[src/rtl/vstep_pkg.sv]
package vstep_pkg;
  localparam int DEF_ELEM_W = 7;
  localparam int DEF_SUB_W  = 2;

  // Strobes from control to datapath for one clock.
  typedef struct packed {
    logic clr;
    logic srcInc;
    logic dstInc;
  } stepStrobe_t;
endpackage

[src/rtl/vstep_chan.sv]
module vstep_chan #(
  parameter int ELEM_W = 7,
  parameter int SUB_W  = 2
) (
  input  logic              clk,
  input  logic              rstN,
  input  logic              clr,
  input  logic              inc,
  input  logic              invert,
  input  logic [ELEM_W-1:0] vecLen,
  input  logic [SUB_W-1:0]  subMax,
  input  logic [ELEM_W-1:0] batchHint,
  output logic [ELEM_W-1:0] idx,
  output logic [SUB_W-1:0]  sub,
  output logic              chanLast,
  output logic              batchEnd
);
  localparam int CW = ELEM_W + 1;

  logic [ELEM_W-1:0] pos;
  logic elemLast, subLast, posLast, hintOn;

  assign elemLast = (CW'(idx) + CW'(1)) == CW'(vecLen);
  assign subLast  = (sub == subMax);
  assign hintOn   = (batchHint != '0);
  assign posLast  = hintOn && ((CW'(pos) + CW'(1)) == CW'(batchHint));
  assign chanLast = (vecLen == '0) || (elemLast && subLast);
  assign batchEnd = elemLast || posLast;

  always_ff @(posedge clk or negedge rstN) begin
    if (!rstN) begin
      idx <= '0;
      sub <= '0;
      pos <= '0;
    end else if (clr) begin
      idx <= '0;
      sub <= '0;
      pos <= '0;
    end else if (inc) begin
      if (!invert) begin
        if (subLast) begin
          sub <= '0;
          idx <= elemLast ? '0 : idx + ELEM_W'(1);
          pos <= (elemLast || posLast) ? '0 : pos + ELEM_W'(1);
        end else begin
          sub <= sub + SUB_W'(1);
        end
      end else begin
        idx <= elemLast ? '0 : idx + ELEM_W'(1);
        pos <= (elemLast || posLast) ? '0 : pos + ELEM_W'(1);
        if (elemLast) sub <= subLast ? '0 : sub + SUB_W'(1);
      end
    end
  end
endmodule

[src/rtl/vstep_path.sv]
module vstep_path
  import vstep_pkg::*;
#(
  parameter int ELEM_W = DEF_ELEM_W,
  parameter int SUB_W  = DEF_SUB_W
) (
  input  logic              clk,
  input  logic              rstN,
  input  stepStrobe_t       strobe,
  input  logic              packEn,
  input  logic              unpackEn,
  input  logic [ELEM_W-1:0] vecLen,
  input  logic [SUB_W-1:0]  subCode,
  input  logic [ELEM_W-1:0] batchHint,
  output logic [ELEM_W-1:0] srcIdx,
  output logic [SUB_W-1:0]  srcSub,
  output logic [ELEM_W-1:0] dstIdx,
  output logic [SUB_W-1:0]  dstSub,
  output logic [1:0]        chanLast,
  output logic [1:0]        batchEnd
);
  logic [ELEM_W-1:0] idxArr [2];
  logic [SUB_W-1:0]  subArr [2];
  logic [1:0]        incArr, invArr;

  assign incArr = {strobe.dstInc, strobe.srcInc};
  assign invArr = {unpackEn, packEn};

  for (genvar ch = 0; ch < 2; ch++) begin : g_chan
    vstep_chan #(.ELEM_W(ELEM_W), .SUB_W(SUB_W)) u_chan (
      .clk      (clk),
      .rstN     (rstN),
      .clr      (strobe.clr),
      .inc      (incArr[ch]),
      .invert   (invArr[ch]),
      .vecLen   (vecLen),
      .subMax   (subCode),
      .batchHint(batchHint),
      .idx      (idxArr[ch]),
      .sub      (subArr[ch]),
      .chanLast (chanLast[ch]),
      .batchEnd (batchEnd[ch])
    );
  end

  assign srcIdx = idxArr[0];
  assign srcSub = subArr[0];
  assign dstIdx = idxArr[1];
  assign dstSub = subArr[1];
endmodule

[src/rtl/vstep_ctrl.sv]
module vstep_ctrl
  import vstep_pkg::*;
#(
  parameter int ELEM_W = DEF_ELEM_W
) (
  input  logic              restart,
  input  logic              vertFirst,
  input  logic [ELEM_W-1:0] vecLen,
  input  logic [ELEM_W-1:0] batchHint,
  input  logic              advSrc,
  input  logic              advDst,
  input  logic              stepCmd,
  input  logic [1:0]        chanLast,
  input  logic [1:0]        batchEnd,
  output stepStrobe_t       strobe,
  output logic              loopDone,
  output logic              groupStop
);
  logic live;

  assign live = (vecLen != '0) && !restart;

  always_comb begin
    strobe.clr    = restart;
    strobe.srcInc = live && (vertFirst ? stepCmd : advSrc);
    strobe.dstInc = live && (vertFirst ? stepCmd : advDst);
  end

  assign loopDone  = &chanLast;
  assign groupStop = vertFirst && (batchHint != '0) && (|batchEnd);
endmodule

[src/rtl/vstep_seq.sv]
module vstep_seq
  import vstep_pkg::*;
#(
  parameter int ELEM_W = DEF_ELEM_W,
  parameter int SUB_W  = DEF_SUB_W
) (
  input  logic              clk,
  input  logic              rstN,
  input  logic              restart,
  input  logic [ELEM_W-1:0] vecLen,
  input  logic [SUB_W-1:0]  subCode,
  input  logic              packEn,
  input  logic              unpackEn,
  input  logic              vertFirst,
  input  logic [ELEM_W-1:0] batchHint,
  input  logic              advSrc,
  input  logic              advDst,
  input  logic              stepCmd,
  output logic [ELEM_W-1:0] srcIdx,
  output logic [SUB_W-1:0]  srcSub,
  output logic [ELEM_W-1:0] dstIdx,
  output logic [SUB_W-1:0]  dstSub,
  output logic              loopDone,
  output logic              groupStop
);
  stepStrobe_t strobe;
  logic [1:0]  chanLast, batchEnd;

  vstep_ctrl #(.ELEM_W(ELEM_W)) u_ctrl (
    .restart  (restart),
    .vertFirst(vertFirst),
    .vecLen   (vecLen),
    .batchHint(batchHint),
    .advSrc   (advSrc),
    .advDst   (advDst),
    .stepCmd  (stepCmd),
    .chanLast (chanLast),
    .batchEnd (batchEnd),
    .strobe   (strobe),
    .loopDone (loopDone),
    .groupStop(groupStop)
  );

  vstep_path #(.ELEM_W(ELEM_W), .SUB_W(SUB_W)) u_path (
    .clk      (clk),
    .rstN     (rstN),
    .strobe   (strobe),
    .packEn   (packEn),
    .unpackEn (unpackEn),
    .vecLen   (vecLen),
    .subCode  (subCode),
    .batchHint(batchHint),
    .srcIdx   (srcIdx),
    .srcSub   (srcSub),
    .dstIdx   (dstIdx),
    .dstSub   (dstSub),
    .chanLast (chanLast),
    .batchEnd (batchEnd)
  );
endmodule

[config.mk]
export PLATFORM = sky130hd
export DESIGN_NAME = vstep_seq
export DESIGN_NICKNAME = d
export VERILOG_FILES = /design/src/rtl/vstep_pkg.sv /design/src/rtl/vstep_chan.sv /design/src/rtl/vstep_path.sv /design/src/rtl/vstep_ctrl.sv /design/src/rtl/vstep_seq.sv
export SDC_FILE = /design/constraint.sdc
export NUM_CORES = 1
export LEC_CHECK = 0
export BUFFER_PORTS_ARGS = -buffer_cell sky130_fd_sc_hd__buf_2
export CAP_MARGIN = 20
export CORE_MARGIN = 2
export CORE_UTILIZATION = 63
export CTS_BUF_LIST = sky130_fd_sc_hd__clkbuf_8
export DETAILED_ROUTE_END_ITERATION = 12
export GPL_ROUTABILITY_DRIVEN = 0
export PLACE_DENSITY = 0.95
export RECOVER_POWER = 25
export SLEW_MARGIN = 20
export SYNTH_ARGS = -nofsm -noshare
export SYNTH_HDL_FRONTEND = slang
export SYNTH_SLANG_ARGS = --single-unit
[constraint.sdc]
create_clock -name clk -period 7.91 [get_ports clk]
set_clock_uncertainty 0.05 [all_clocks]
set_input_delay 1.9775 -clock clk [delete_from_list [all_inputs] [get_ports clk]]
set_output_delay 1.9775 -clock clk [all_outputs]
set_load 0.02 [all_outputs]
# ---- Yosys cells after proc, flatten, opt, wreduce, memory -nomap -nowiden
# Cells that the tools add are included.
dict set report classes {
  n_addsub 10
  n_eq_ne 8
  n_mux 32
  reduce_logical 27
}
# cell count
set ops {}
lappend ops {{two-way mux 7 bit} 20}
lappend ops {{adder 7 x 1 -> 8 bit, second input constant} 4}
lappend ops {{== test 8 x 7 -> 1 bit} 4}
lappend ops {{adder 7 x 1 -> 7 bit, second input constant} 4}
lappend ops {{two-way mux 2 bit} 10}
lappend ops {{nonzero test 7 bit} 2}
lappend ops {{AND reduction 2 bit} 5}
lappend ops {{logical AND 1 bit} 9}
lappend ops {{logical NOT 7 bit} 1}
lappend ops {{inequality test 3 x 2 -> 1 bit, second input constant} 2}
lappend ops {{nonzero test 3 bit} 2}
lappend ops {{adder 2 x 1 -> 2 bit, second input constant} 2}
lappend ops {{== test 2 bit} 2}
lappend ops {{logical OR 1 bit} 4}
lappend ops {{nonzero test 2 bit} 2}
lappend ops {{two-way mux 1 bit} 2}
lappend ops {{OR reduction 2 bit} 1}
lappend ops {{logical NOT 1 bit} 1}
dict set report word_totals {
  ff_bits 32
  out_inout_bits 20
  wordCells 83
}

# ---- Logic depth before layout (Yosys ltp)
dict set report logic_depth {
  depth_word 9
  ltp_mapped 9
  ltp_nobuf 8
}

# ---- Modules after synthesis
# From an unflattened synthesis, not the netlist that was laid out.
dict set report unflattened {
  hier_cells 311
  hier_area_um2 2680.1
}
# module instances cells_per_inst area_each_um2 seq_area_each_um2
set by_module_without_submodules {}
lappend by_module_without_submodules {{vstep_chan at u_path.g_chan[1].u_chan} 1 150 1303.8 400.4}
lappend by_module_without_submodules {{vstep_chan at u_path.g_chan[0].u_chan} 1 149 1295.0 400.4}
lappend by_module_without_submodules {vstep_ctrl 1 12 81.3 0.0}

# ---- Worst setup path after synthesis
# No wires, ideal clock.
dict set report synth_timing {
  kind {input port to output port}
  start {input vecLen[1]}
  end {output loopDone}
  arrival_time_ns 3.455
  setup_slack_ns 2.428
  cell_stages 5
  n_path_buf 0
  path_cell_list {xnor2_1 o2111ai_2 nor4_4 o221ai_1 o21ai_0}
}
dict set report synth_between {
  elab_chain_cells 4
  word_cells_on_any_way 8
}
# element line
set synth_lines {}
lappend synth_lines {{start, declared} vstep_seq.sv:10} ;# input logic [ELEM_W-1:0] vecLen,
lappend synth_lines {{== test 8 x 7 -> 1 bit} vstep_chan.sv:23} ;# assign elemLast = (CW'(idx) + CW'(1)) == CW'(vecLen);
lappend synth_lines {{logical AND 1 bit} vstep_chan.sv:27} ;# assign chanLast = (vecLen == '0) || (elemLast && subLast);
lappend synth_lines {{logical OR 1 bit} vstep_chan.sv:27}
lappend synth_lines {{AND reduction 2 bit *} vstep_ctrl.sv:29} ;# assign loopDone = &chanLast;
lappend synth_lines {{end, declared} vstep_seq.sv:23} ;# output logic loopDone,
# Mark *: on every way between the ends. The rest lies on a longest branch, timed or not.

# ---- Worst setup path after layout
dict set report layout_timing {
  start {input batchHint[3]}
  end {output groupStop}
}
dict set report layout_between {
  elab_chain_cells 5
  word_cells_on_any_way 10
}
# element line
set layout_lines {}
lappend layout_lines {{start, declared} vstep_seq.sv:15} ;# input logic [ELEM_W-1:0] batchHint,
lappend layout_lines {{== test 8 x 7 -> 1 bit or nonzero test 7 bit (tied branches)} {vstep_chan.sv:26, vstep_chan.sv:25, vstep_ctrl.sv:30}}
lappend layout_lines {{logical AND 1 bit} vstep_chan.sv:26} ;# assign posLast = hintOn && ((CW'(pos) + CW'(1)) == CW'(batchHint));
lappend layout_lines {{logical OR 1 bit} vstep_chan.sv:28} ;# assign batchEnd = elemLast || posLast;
lappend layout_lines {{OR reduction 2 bit} vstep_ctrl.sv:30} ;# assign groupStop = vertFirst && (batchHint != '0) && (|batchEnd);
lappend layout_lines {{logical AND 1 bit *} vstep_ctrl.sv:30}
lappend layout_lines {{end, declared} vstep_seq.sv:24} ;# output logic groupStop
# Marked as above.

==> impl_results.md <==
- Run status: complete, but fails checks
- Failing checks: capacitance limit, slew limit
- Vias per inst: 5.927
- Post-DP HPWL: 4.308 mm
- Avg Cell Area, Syn: 8.611 um2
- Nets: about 360
- Startpoint Class: input pin
- Gr ovfl total: 0
- Worst Path Max Fanout: 3
- Crit end category: output pin
- Worst-path cell chain: buf_2 -> xor2_1 -> xnor2_1 -> a311o_1 -> nor4_2 -> nor2_1 -> a31oi_1 -> buf_2
- Num rows: 22
- Post-CTS Setup Inserts: 0
- N_diodes: 0
- WL final: 5.810 mm
- Xor/xnor cell area share of the yosys netlist: 17.36%
- Post-synth EDFFs: 0
- Worst endpoint required time: 5.88 ns
- Vias post-DR: 2,258
- Chip Width: 66.74 um
- Fin Setup TNS: 0 ns
- Compound-Gate Fraction of Synth Area: 19.07%
- Post-Syn Area: 2480 um2
- Met1 wire length: between 2 and 3 mm
- First-pass GRT wire length: 9.535 mm
- Crit Path Class: in -> out
- Post-synth cell types: 49
- Clk slew on worst S/H paths: 0.07 ns
- Drt pass-1 iters: 4
- H-Tree Depth: 2
- I/O pin total: 45
- Synth warnings: 0
- Overall Global Routing Usage: 28.75%
- Min cycle time layout: 5.656 ns
- Final setup vio count: 0
- Leakage: around 1.2 nW
- Post-Synth Adder-Cell Area: 2.018%
- Antenna violations before repair: 0
- Largest net degree at the start of global routing: 33
- Max-cap check violation count: 1
- Routed Antenna Nets: 0
- Mux contribution to synthesized area: 3.078%
- Starting DRC count in detailed routing: 146
- Slew HR: -15.23%
- Met3 WL: 295 um
- Final Hold Fails: 0
- Hold Path Class: reg -> reg
- Die area: 4454 um2
- CTS Buf Count: 5
- Post-CTS resize count: 0
- Share of post-route cells with drive strength above 1: just over 20%
- CP max-delay cell: nor4_2
- Area Growth Syn to Fin: 13.67%
- Synth top area cells: dfrtp_1 (32%), xnor2_1 (10%), nand2_1 (5.8%), xor2_1 (5.3%), o21ai_0 (4.6%)
- Max IR drop VDD: 0.1681 mV
- Cell mode on critical path: buf_2
- Critical path arrival: roughly 3.6 ns
- Yosys top cell area share: between 30% and 40%
- FF-to-FF setup slack: ~5.4 ns
- RSZ-0062 raised after global routing: false
- Hold Buf Count CTS: 0
- Initial Util: approximately 67%
- Tcrit/Tclk final: between 70% and 80%
- Register area share after synthesis: 32.29%
- Slew Viols, Final: 33
- Top FF cell, synth: dfrtp_1
- Cell with the most instances after synthesis: nand2_1
- Crit path largest cell delay: 0.37 ns
- #FFs+latches synth: 32
- Core box area: 3716 um2
- Simple-Gate Fraction of Synth Area: 22.60%
- Share of synthesized flip-flops with an asynchronous set or reset: 100.0%
- Average wire per standard cell: 15.25 um
- Vias in the first global route: 2,143
- Main combinational cell family by area after synthesis: simple AND/OR/NAND/NOR gates
- Peak Freq: 0.1768 GHz
- CTS Buffer Depth: 2
- Highest Signal Layer: met4
- Port Buffer Count: 44
- CTS sink cnt: 32
- Syn_nets: between 300 and 400
- PD cells: 204.9 nW/um2
- Top cells by count, synth: nand2_1 (38), dfrtp_1 (32), xnor2_1 (29), o21ai_0 (23)
- Synth area leader: dfrtp_1
- DR WL met2: 2.876 mm
- Post-Syn Instances: 288
- CTS Root Cell: clkbuf_8
- Finished Core Util: 75.86%
- DRC: 0
- CTS tree: yes
- Die height: 66.74 um
- Worst skew pair latency: 0.29 ns
- Slew @ Worst Pin: 1.728 ns
worst paths after layout:
kind                                                 from                             end  cells after the start
setup / recovery                             batchHint[3]                       groupStop                      8
min in group asynchronous                            rstN  u_path.g_chan[0].u_chan.pos[4]                      1
setup reg to reg           u_path.g_chan[0].u_chan.idx[0]  u_path.g_chan[0].u_chan.sub[1]                      8
hold reg to reg            u_path.g_chan[0].u_chan.pos[1]  u_path.g_chan[0].u_chan.pos[1]                      1
max in group asynchronous                            rstN  u_path.g_chan[1].u_chan.idx[3]                      1
hold / removal             u_path.g_chan[0].u_chan.pos[1]  u_path.g_chan[0].u_chan.pos[1]                      1
flip-flops by register name, summed over array words and instances (netlist names):
name and count:
u_path.g_chan.u_chan.sub 4, u_path.g_chan.u_chan.pos 14, u_path.g_chan.u_chan.idx 14
final cells by class:
cell class	count	area, um2
multi-input cells	235	1594
clock buffers	6	82.58
fillers	283	897.1
inverters	14	52.55
clock inverters	2	10.01
well taps	48	60.06
repair buffers	44	219.0
flip-flops and latches	32	800.8
cell families after synthesis:
logic type      count (synthesis)
compound gates                 70
xor+xnor                       46
mux                             7
buf+inv                        21
simple gates                  108
fa+ha+maj                       4
flops                          32
worst max-delay path, delay by kind of cell:
kind | cells | cell delay [ns]
compound gates | 2 | 0.56
xor+xnor | 2 | 0.30
buf+inv | 2 | 0.32
simple gates | 2 | 0.47
cells in the final DEF (no fill, tap or decap), types with 4 or more instances in the layout:
cell type / Yosys / layout
nor2_1: 13 / 13
xnor2_1: 29 / 29
nor2b_1: 6 / 6
o21ai_0: 23 / 23
nand2_1: 38 / 38
nor4_1: 4 / 4
clkbuf_8: 0 / 6
nand3_1: 12 / 12
xor2_1: 15 / 15
ha_1: 4 / 4
buf_2: 2 / 43
and3_1: 8 / 8
a21oi_1: 15 / 15
inv_1: 14 / 14
dfrtp_1: 32 / 32
o21ai_1: 7 / 7
nor3_1: 10 / 10
per-layer routing:
layer  GRT usage, %  vias up
li1               -     1102
met1          34.35     1077
met2          50.25       66
met3          6.250       13
met4          10.97        0
met5              0        -
report_power, final:
part | internal (mW) | switching (mW)
Combinational | 0.0932 | 0.120
Sequential | 0.190 | 0.0435
Clock | 0.0694 | 0.0614
Total | 0.352 | 0.225
metrics by stage:
stage	setup slack (ns)	power [mW]	instances	instance area (um2)	hold slack, ns
5_1_grt	2.169	0.6128	381	2819	0.5079
2_1_floorplan	2.428	0.3854	288	2480	0.4157
4_1_cts	2.278	0.5786	381	2816	0.4928
3_3_place_gp	2.306	0.4382	373	2724	0.4317
3_5_place_dp	2.302	0.4468	373	2724	0.4583
6_report	2.254	0.5776	381	2819	0.4964
Power figures use the tool's default switching activity.
